<file path="src/rtl/intr_entry_pkg.sv">
package intr_entry_pkg;

    localparam int ENTRY_W     = 128;
    localparam int ENTRY_SHIFT = $clog2(ENTRY_W / 8);
    localparam int SID_W       = 16;
    localparam int BUS_W       = SID_W / 2;

    typedef enum logic [2:0] {
        FLT_NONE   = 3'd0,
        FLT_ROOT   = 3'd1,
        FLT_ABSENT = 3'd2,
        FLT_RSVD   = 3'd3,
        FLT_SOURCE = 3'd4
    } fault_e;

    typedef struct packed {
        logic [31:0] dest;
        logic [7:0]  vector;
        logic [2:0]  dlvr;
        logic        trig;
        logic        dmode;
        logic        hint;
    } deliv_t;

    typedef struct packed {
        logic [SID_W-1:0] sid;
        logic [1:0]       qual;
        logic [1:0]       vtype;
    } srcpol_t;

endpackage

</file>
<file path="src/rtl/entry_decode.sv">
module entry_decode
    import intr_entry_pkg::*;
(
    input  logic [ENTRY_W-1:0] entry,
    input  logic               ext_mode,
    output logic               present,
    output logic               rsvd_nz,
    output deliv_t             fields,
    output srcpol_t            pol
);

    assign present = entry[0];
    assign rsvd_nz = (|entry[15:7]) | (|entry[31:24]) | (|entry[127:84]);

    always_comb begin
        fields.hint   = entry[1];
        fields.dmode  = entry[2];
        fields.trig   = entry[3];
        fields.dlvr   = entry[6:4];
        fields.vector = entry[23:16];
        if (ext_mode) begin
            fields.dest = entry[63:32];
        end else begin
            fields.dest = {24'b0, entry[47:40]};
        end
        pol.sid   = entry[79:64];
        pol.qual  = entry[81:80];
        pol.vtype = entry[83:82];
    end

endmodule

</file>
<file path="src/rtl/source_check.sv">
module source_check
    import intr_entry_pkg::*;
(
    input  srcpol_t          pol,
    input  logic [SID_W-1:0] req_id,
    input  logic             check_en,
    output logic             pass
);

    logic [SID_W-1:0] cmp_mask;
    logic [BUS_W-1:0] req_bus;
    logic [BUS_W-1:0] bus_lo;
    logic [BUS_W-1:0] bus_hi;

    // Qualifier q ignores the top q bits of the 3-bit function number.
    always_comb begin
        cmp_mask = '1;
        for (int b = 0; b < 3; b++) begin
            if (int'(pol.qual) >= 3 - b) begin
                cmp_mask[b] = 1'b0;
            end
        end
    end

    assign req_bus = req_id[SID_W-1:BUS_W];
    assign bus_hi  = pol.sid[SID_W-1:BUS_W];
    assign bus_lo  = pol.sid[BUS_W-1:0];

    always_comb begin
        if (!check_en) begin
            pass = 1'b1;
        end else begin
            unique case (pol.vtype)
                2'd0:    pass = 1'b1;
                2'd1:    pass = ((req_id ^ pol.sid) & cmp_mask) == '0;
                2'd2:    pass = (req_bus >= bus_lo) && (req_bus <= bus_hi);
                default: pass = 1'b0;
            endcase
        end
    end

endmodule

</file>
<file path="src/rtl/intr_entry_fetch.sv">
module intr_entry_fetch
    import intr_entry_pkg::*;
#(
    parameter int ADDR_W = 32,
    parameter int IDX_W  = 16,
    parameter logic [15:0] SID_UNKNOWN = 16'hFFFF
) (
    input  logic                clk,
    input  logic                rst_n,
    input  logic                start,
    input  logic [IDX_W-1:0]    entry_index,
    input  logic [ADDR_W-1:0]   table_base,
    input  logic [15:0]         requester_id,
    input  logic                ext_dest_mode,
    output logic                mem_req_valid,
    output logic [ADDR_W-1:0]   mem_req_addr,
    input  logic                mem_rsp_valid,
    input  logic [127:0]        mem_rsp_data,
    input  logic                mem_rsp_err,
    output logic                busy,
    output logic                done,
    output logic [2:0]          fault_code,
    output logic [7:0]          vector,
    output logic                trigger_mode,
    output logic [2:0]          delivery_mode,
    output logic                dest_mode,
    output logic                redir_hint,
    output logic [31:0]         dest_id
);

    typedef enum logic {ST_IDLE, ST_WAIT} fstate_e;

    typedef struct packed {
        fstate_e          st;
        logic             req;
        logic [ADDR_W-1:0] addr;
        logic [SID_W-1:0] sid;
        logic             ext;
        logic             done;
        fault_e           fault;
        deliv_t           out;
    } regs_t;

    regs_t   d, q;
    logic    ent_present;
    logic    ent_rsvd;
    deliv_t  ent_fields;
    srcpol_t ent_pol;
    logic    src_pass;

    entry_decode dec_i (
        .entry    (mem_rsp_data),
        .ext_mode (q.ext),
        .present  (ent_present),
        .rsvd_nz  (ent_rsvd),
        .fields   (ent_fields),
        .pol      (ent_pol)
    );

    source_check src_i (
        .pol      (ent_pol),
        .req_id   (q.sid),
        .check_en (q.sid != SID_UNKNOWN),
        .pass     (src_pass)
    );

    always_comb begin
        d      = q;
        d.req  = 1'b0;
        d.done = 1'b0;
        unique case (q.st)
            ST_IDLE: begin
                if (start) begin
                    d.st   = ST_WAIT;
                    d.req  = 1'b1;
                    d.addr = table_base + (ADDR_W'(entry_index) << ENTRY_SHIFT);
                    d.sid  = requester_id;
                    d.ext  = ext_dest_mode;
                end
            end
            ST_WAIT: begin
                if (mem_rsp_valid) begin
                    d.st   = ST_IDLE;
                    d.done = 1'b1;
                    if (mem_rsp_err) begin
                        d.fault = FLT_ROOT;
                    end else if (!ent_present) begin
                        d.fault = FLT_ABSENT;
                    end else if (ent_rsvd) begin
                        d.fault = FLT_RSVD;
                    end else if (!src_pass) begin
                        d.fault = FLT_SOURCE;
                    end else begin
                        d.fault = FLT_NONE;
                    end
                    d.out = (d.fault == FLT_NONE) ? ent_fields : '0;
                end
            end
            default: d.st = ST_IDLE;
        endcase
    end

    always_ff @(posedge clk or negedge rst_n) begin
        if (!rst_n) begin
            q <= '0;
        end else begin
            q <= d;
        end
    end

    assign mem_req_valid = q.req;
    assign mem_req_addr  = q.addr;
    assign busy          = (q.st == ST_WAIT);
    assign done          = q.done;
    assign fault_code    = q.fault;
    assign vector        = q.out.vector;
    assign trigger_mode  = q.out.trig;
    assign delivery_mode = q.out.dlvr;
    assign dest_mode     = q.out.dmode;
    assign redir_hint    = q.out.hint;
    assign dest_id       = q.out.dest;


    req_single_cycle_chk: assert property (@(posedge clk) disable iff (!rst_n)
        mem_req_valid |=> !mem_req_valid);


    busy_until_rsp_chk: assert property (@(posedge clk) disable iff (!rst_n)
        (busy && !mem_rsp_valid) |=> busy);


    fault_zero_fields_chk: assert property (@(posedge clk) disable iff (!rst_n)
        (done && fault_code != 3'd0) |-> (vector == 8'd0 && dest_id == 32'd0));


    done_pulse_chk: assert property (@(posedge clk) disable iff (!rst_n)
        done |=> !done);


    idle_hold_chk: assert property (@(posedge clk) disable iff (!rst_n)
        (!busy && !start) |=> ($stable(fault_code) && $stable(dest_id) && $stable(vector)));

endmodule

</file>
<file path="config.mk">
export PLATFORM = sky130hd
export DESIGN_NAME = intr_entry_fetch
export DESIGN_NICKNAME = d
export VERILOG_FILES = /design/src/rtl/intr_entry_pkg.sv /design/src/rtl/entry_decode.sv /design/src/rtl/source_check.sv /design/src/rtl/intr_entry_fetch.sv
export SDC_FILE = /design/constraint.sdc
export NUM_CORES = 1
export LEC_CHECK = 0
export ABC_AREA = 1
export BUFFER_PORTS_ARGS = -buffer_cell sky130_fd_sc_hd__buf_2
export CORE_MARGIN = 3
export CORE_UTILIZATION = 49
export DETAILED_ROUTE_END_ITERATION = 6
export GPL_TIMING_DRIVEN = 0
export PLACE_DENSITY = 0.84
export RECOVER_POWER = 100
export REMOVE_ABC_BUFFERS = 1
export SKIP_LAST_GASP = 1
export SLEW_MARGIN = 15
export SYNTH_ARGS = -nofsm -noshare
export SYNTH_HDL_FRONTEND = slang
export SYNTH_SLANG_ARGS = --single-unit
export TNS_END_PERCENT = 20
</file>
<file path="constraint.sdc">
create_clock -name clk -period 2.4 [get_ports clk]
set_clock_uncertainty 0.05 [all_clocks]
set_input_delay 0.12 -clock clk [delete_from_list [all_inputs] [get_ports clk]]
set_output_delay 0.12 -clock clk [all_outputs]
set_load 0.005 [all_outputs]
</file>
Word level (Yosys, flattened, before mapping)
Index checks and enable logic that the tools add are counted.

cells by class
  eq/ne operators = 3
  reduce and logical (&&, ||, !) cells = 9
  bitwise operators = 5
  order comparisons = 5
  add/subtract/negate cells = 1
  mux-type cells = 19

operators with widths
  cell                  number
  $mux 50               3
  $mux 51               1
  $mux 46               1
  $reduce_or 44->1      1
  $add 32x20->32        1
  $mux 32               1
  $mux 3                6
  $and 16x16->16        1
  $logic_not 16->1      1
  $ne 16x16->1 const B  1
  $xor 16x16->16        1
  $reduce_or 9->1       1
  $ge 8x8->1            1
  $le 8x8->1            1
  $reduce_or 8->1       1
  $mux 1                5
  $ge 2x2->1 const B    2
  $reduce_and 2->1      2
  $logic_not 3->1       1
  $pmux 1 s3            1
  $eq 2x1->1 const B    1
  $eq 2x2->1 const B    1
  $ge 2x1->1 const B    1
  $logic_not 2->1       1
  other kinds (4)       5

storage, ports and cells
  output and inout bits = 84
  word-level logic and storage cells = 55
  flip-flop bits (word level) = 101

Longest topological paths before layout
  word-level depth = 16
  gate-level depth with buffers = 14

By module
A second synthesis with hierarchy kept.

second synthesis, totals
  cell total of the unflattened synthesis = 1115
  area total of the unflattened synthesis = 7601.0 µm²

modules (own cells, without submodules)
  module            area each (µm²)  cells an instance  instances  seq. area each (µm²)
  intr_entry_fetch  6123.4           839                1          2527.4
  entry_decode      838.3            155                1          0.0
  source_check      639.4            121                1          0.0

Worst setup path after synthesis
No wires, ideal clock.

  kind = input to register
  start = input entry_index[0]
  end = register q (netlist bit mem_req_addr[28])
  buffers on the path = 0
  required time = 2.232 ns
  arrival = 1.632 ns
  stages = 13
  path slack = 0.600 ns
  cells stage by stage = ha_1 > inv_1 > fa_1 > o21ai_0 > nand2_1 > nand2_1 > nand2_1 > nand2_1 > nand2_1 > nand2_1 > nand3_1 > nand3_1 > nand2_1

on the way
  longest elaborated chain between the ends = 1

RTL lines
  element               line                     text
  from (decl)           intr_entry_fetch.sv:11   input logic [IDX_W-1:0] entry_index,
  $add 32x20->32        intr_entry_fetch.sv:76   d.addr = table_base + (ADDR_W'(entry_index) << ENTRY_SHIFT);
  to (signal assigned)  intr_entry_fetch.sv:105  q <= '0;
  to (signal assigned)  intr_entry_fetch.sv:107  q <= d;
  to (decl)             intr_entry_fetch.sv:44   regs_t d, q;

Every way passes these cells.
A chain may end at the register's enable or synchronous reset.

Worst setup path in the final report
  start = register q[64] in the netlist's numbering
  end = register q (netlist bit dest_id[21])

on the way
  longest elaborated chain between the ends = 13
  elaborated cells between the ends (all ways) = 17
  those cells by class = order compare: 2; eq/ne: 1; mux: 9; bitwise: 2; reduce/logical: 3

RTL lines
  element                                             line                    text
  branches (longest 4 deep; another with $ge 8x8->1)  n/a
  $mux 1 (*)                                          source_check.sv:30      if (!check_en) begin
  $mux 3 (*)                                          intr_entry_fetch.sv:91  end else if (!src_pass) begin
  $mux 3 (*)                                          intr_entry_fetch.sv:89  end else if (ent_rsvd) begin
  $mux 3 (*)                                          intr_entry_fetch.sv:87  end else if (!ent_present) begin
  $mux 3 (*)                                          intr_entry_fetch.sv:85  if (mem_rsp_err) begin
  $mux 3 (*)                                          intr_entry_fetch.sv:82  if (mem_rsp_valid) begin
  $mux 3 (*)                                          intr_entry_fetch.sv:71  unique case (q.st)
  $logic_not 3->1 (*)                                 intr_entry_fetch.sv:96  d.out = (d.fault == FLT_NONE) ? ent_fields : '0;
  $mux 46 (*)                                         intr_entry_fetch.sv:96

Mark *: on every way between the ends. The select of a mux whose other input is x is not followed.

==> results.md <==
- DIE WIDTH: 123.9 µm
- DR WL met2: 9.685 mm
- Violation count after the first detailed-route iteration: 469
- Initial antenna violation count: 1
- Largest area contributor in the netlist: dfrtp_1
- Cell count of the worst reg-to-reg path: 9
- NumNets Final: 1,404
- Hpwl dp: 13.71 mm
- Total Die Area: 15,340 µm²
- Area Growth Syn to Fin: 22.76%
- Max cap viols: 0
- Layout cell share with drive strength beyond 1: 21.22%
- Req. time, crit path: 2590 ps
- Critical path arrival: 2490 ps
- Worst-path clk slew: 80 ps
- Post-synthesis sequential area ratio: 37.14%
- Num CTS Buffers: 9
- Yosys reg bits: 101
- Yosys top cell area share: 37.14%
- RSZ-0062 raised after global routing: yes
- Startpoint types: register
- Wire length on met1: 7.395 mm
- Fmax: 0.4339 GHz
- Final cell count without fillers: 1,356
- Final worst slack: 95.21 ps
- Worst-path cell chain: ha_1, a21oi_1, nor2_1, nor3_1, nand3_1, nand3b_1, nand3_4, nand3_1, nand2_1
- Final slew viol count: 0
- Routability cong.: 0.9108
- Worst-Skew Late Latency: 340 ps
- Floorplan die height: 123.9 µm
- Power Density: 584.9 nW/µm²
- Antenna Nets Post-Route: 0
- Post-route cell area: 8354 µm²
- Largest delay share family, worst path: simple AND/OR/NAND/NOR gates
- Status: finished clean
- CTS H-tree lvls: 3
- Register area: 2527 µm²
- Root Buffer: clkbuf_16
- Setup Slack @ Placement: -334.4 ps
- CP max stage delay: 450 ps
- Area of the multi-input gates: 3166 µm²
- Vias: 6,689
- Rows: 42
- CP Capture Type: register
- Vias in the first global route: 6,090
- Clock Tree Buf Depth: 2
- Placed cell count: 1,299
- Initial Utilization: 50.78%
- Rel. slew slack: 11.76%
- Most Frequent Cell on Critical Path: nand3_1
- CTS sink cnt: 101
- Pre-antenna DRT Iters: 5
- Final Util: 62.34%
- Filler cells: 1,254
- # IOs: 282
- Global-route wire length before repair: 28.32 mm
- Overall routed net length: 19.20 mm
- Met3 WL: 1.476 mm
- Vias/cell: 4.933
- Worst Path Max Fanout: 24
- CORE AREA: 13,400 µm²
- Mapped Cells: 945
- Final setup fails: 0
- Grt ovf: 0
- Peak supply drop: 0.3250 mV
- Min-delay worst type: in -> reg
- Period utilization: 96.03%
- Port bufs: 281
- Critical Path Stages: 9
- CP Buf/Inv Count: 0
- CP max-delay cell: dfrtp_1
- Syn Area/Cell: 7.201 µm²
- Wire length per cell: 14.16 µm
- Worst Max-Slew Pin Slew: 1324 ps
- Cell area after synthesis: 6805 µm²
- Post-synth cell types: 29
- Final hold viol count: 0
- Area after DPL: 7770 µm²
- WHS: 20.15 ps
- DRC: 0
- Uppermost layer routed: met4
- Crit Path Category: reg -> reg
- Total GRT Usage: 23.43%
- Largest net degree at the start of global routing: 80
- YS warnings: 0
- Hold depth: 3
- Final min period: 2305 ps
- Leakage: 4.696 nW
- Ranking of synthesized cells by area: dfrtp_1 37%, nand2_1 18%, buf_4 8.9%, ha_1 5.9%, nand3_1 5.4%
- CTS tree: done
[stage by stage]
step / TNS, ps / power, mW
floorplan: 0 / 2.745
global route: -415.2 / 5.189
finish: 0 / 4.887
detailed placement: -14180 / 3.344
CTS: 0 / 4.945
global placement: -76440 / 3.284
[registers in the layout (all words and copies together) (netlist names)]
name and flops:
done 1, fault_code 3, mem_req_addr 32, delivery_mode 3
dest_id 32, mem_req_valid 1, dest_mode 1, q 17
trigger_mode 1, vector 8, busy 1, redir_hint 1
[cell type report]
type,count,share of cell area [%]
timing repair buffer,322,21.03
sequential,101,30.25
tap,176,2.636
multi-input combinational,642,37.89
inverter,97,4.358
clock buffer,10,2.861
antenna,2,0.05991
clock inverter,6,0.9136
[logic make-up (layout without fill, tap and decap cells)]
group	Yosys count	count (layout)	synth area share, %
AO/OA/AOI/OAI	73	73	5.497
XOR/XNOR	11	11	1.416
adder cells (fa/ha/maj)	33	33	6.178
buffers and inverters	203	435	16.23
flip-flops	101	101	37.14
multiplexers	8	8	1.324
other	0	2	0
AND/OR/NAND/NOR	516	517	32.21
[synthesized netlist by cell type, drive strengths merged]
cell,n
a21oi,29
a31oi,3
buf,88
clkbuf,18
dfrtp,101
fa,1
ha,32
inv,97
mux2,8
nand2,324
nand3,85
nand3b,4
nand4,13
nor2,74
nor3,10
nor4,2
o21a,1
o21ai,39
o21bai,1
or2,4
xnor2,11
[tightest hold or removal path, cell delays in order]
cell and delay (ps):
buf_2 90, a21oi_1 30, o21ai_0 140
[power by group]
part | switching (mW) | internal, mW | total [mW] | leakage [nW]
combinational | 0.694 | 0.556 | 1.25 | 3.22
sequential | 0.192 | 1.91 | 2.10 | 1.32
clock | 0.679 | 0.856 | 1.53 | 0.156
[what timing repair did]
item                                   4_1_cts  5_1_grt
endpoints found under the hold margin      137        0
pin swaps                                    0        1
hold buffers                                37        0
setup endpoints to repair                   47       47
setup buffers                                0        0
cloned                                       0        1
gates resized for setup                      1        1
[cells in the final DEF (no fill, tap or decap), drive strengths merged]
cell / netlist / layout
or2: 4 / 4
fa: 1 / 1
o21bai: 1 / 1
a31oi: 3 / 3
clkbuf: 18 / 83
o21ai: 39 / 39
xnor2: 11 / 11
dlygate4sd3: 0 / 37
o21a: 1 / 1
nor2: 74 / 74
dfrtp: 101 / 101
a21oi: 29 / 29
nor3: 10 / 10
nand4: 13 / 13
nor4: 2 / 2
diode: 0 / 2
ha: 32 / 32
nand2: 324 / 324
nand3: 85 / 86
clkinv: 0 / 2
mux2: 8 / 8
buf: 88 / 212
inv: 97 / 100
bufinv: 0 / 1
nand3b: 4 / 4
[metal layers]
metal / vias up / track usage (%)
met1: 2983 / 27.92
met4: 0 / 10.80
met3: 52 / 3.860
met2: 289 / 41.23
met5: - / 0
li1: 3365 / -
[worst paths after layout]
kind	to	slack, ps	start
worst min-delay path	fault_code[0]	20	mem_rsp_err
max in group asynchronous	vector[2]	390	rst_n
worst min register to register	dest_id[10]	430	dest_id[10]
worst max-delay path	dest_id[21]	100	q[64]
min in group asynchronous	trigger_mode	530	rst_n
worst max register to register	dest_id[21]	100	q[64]
Power figures use the tool's default switching activity.
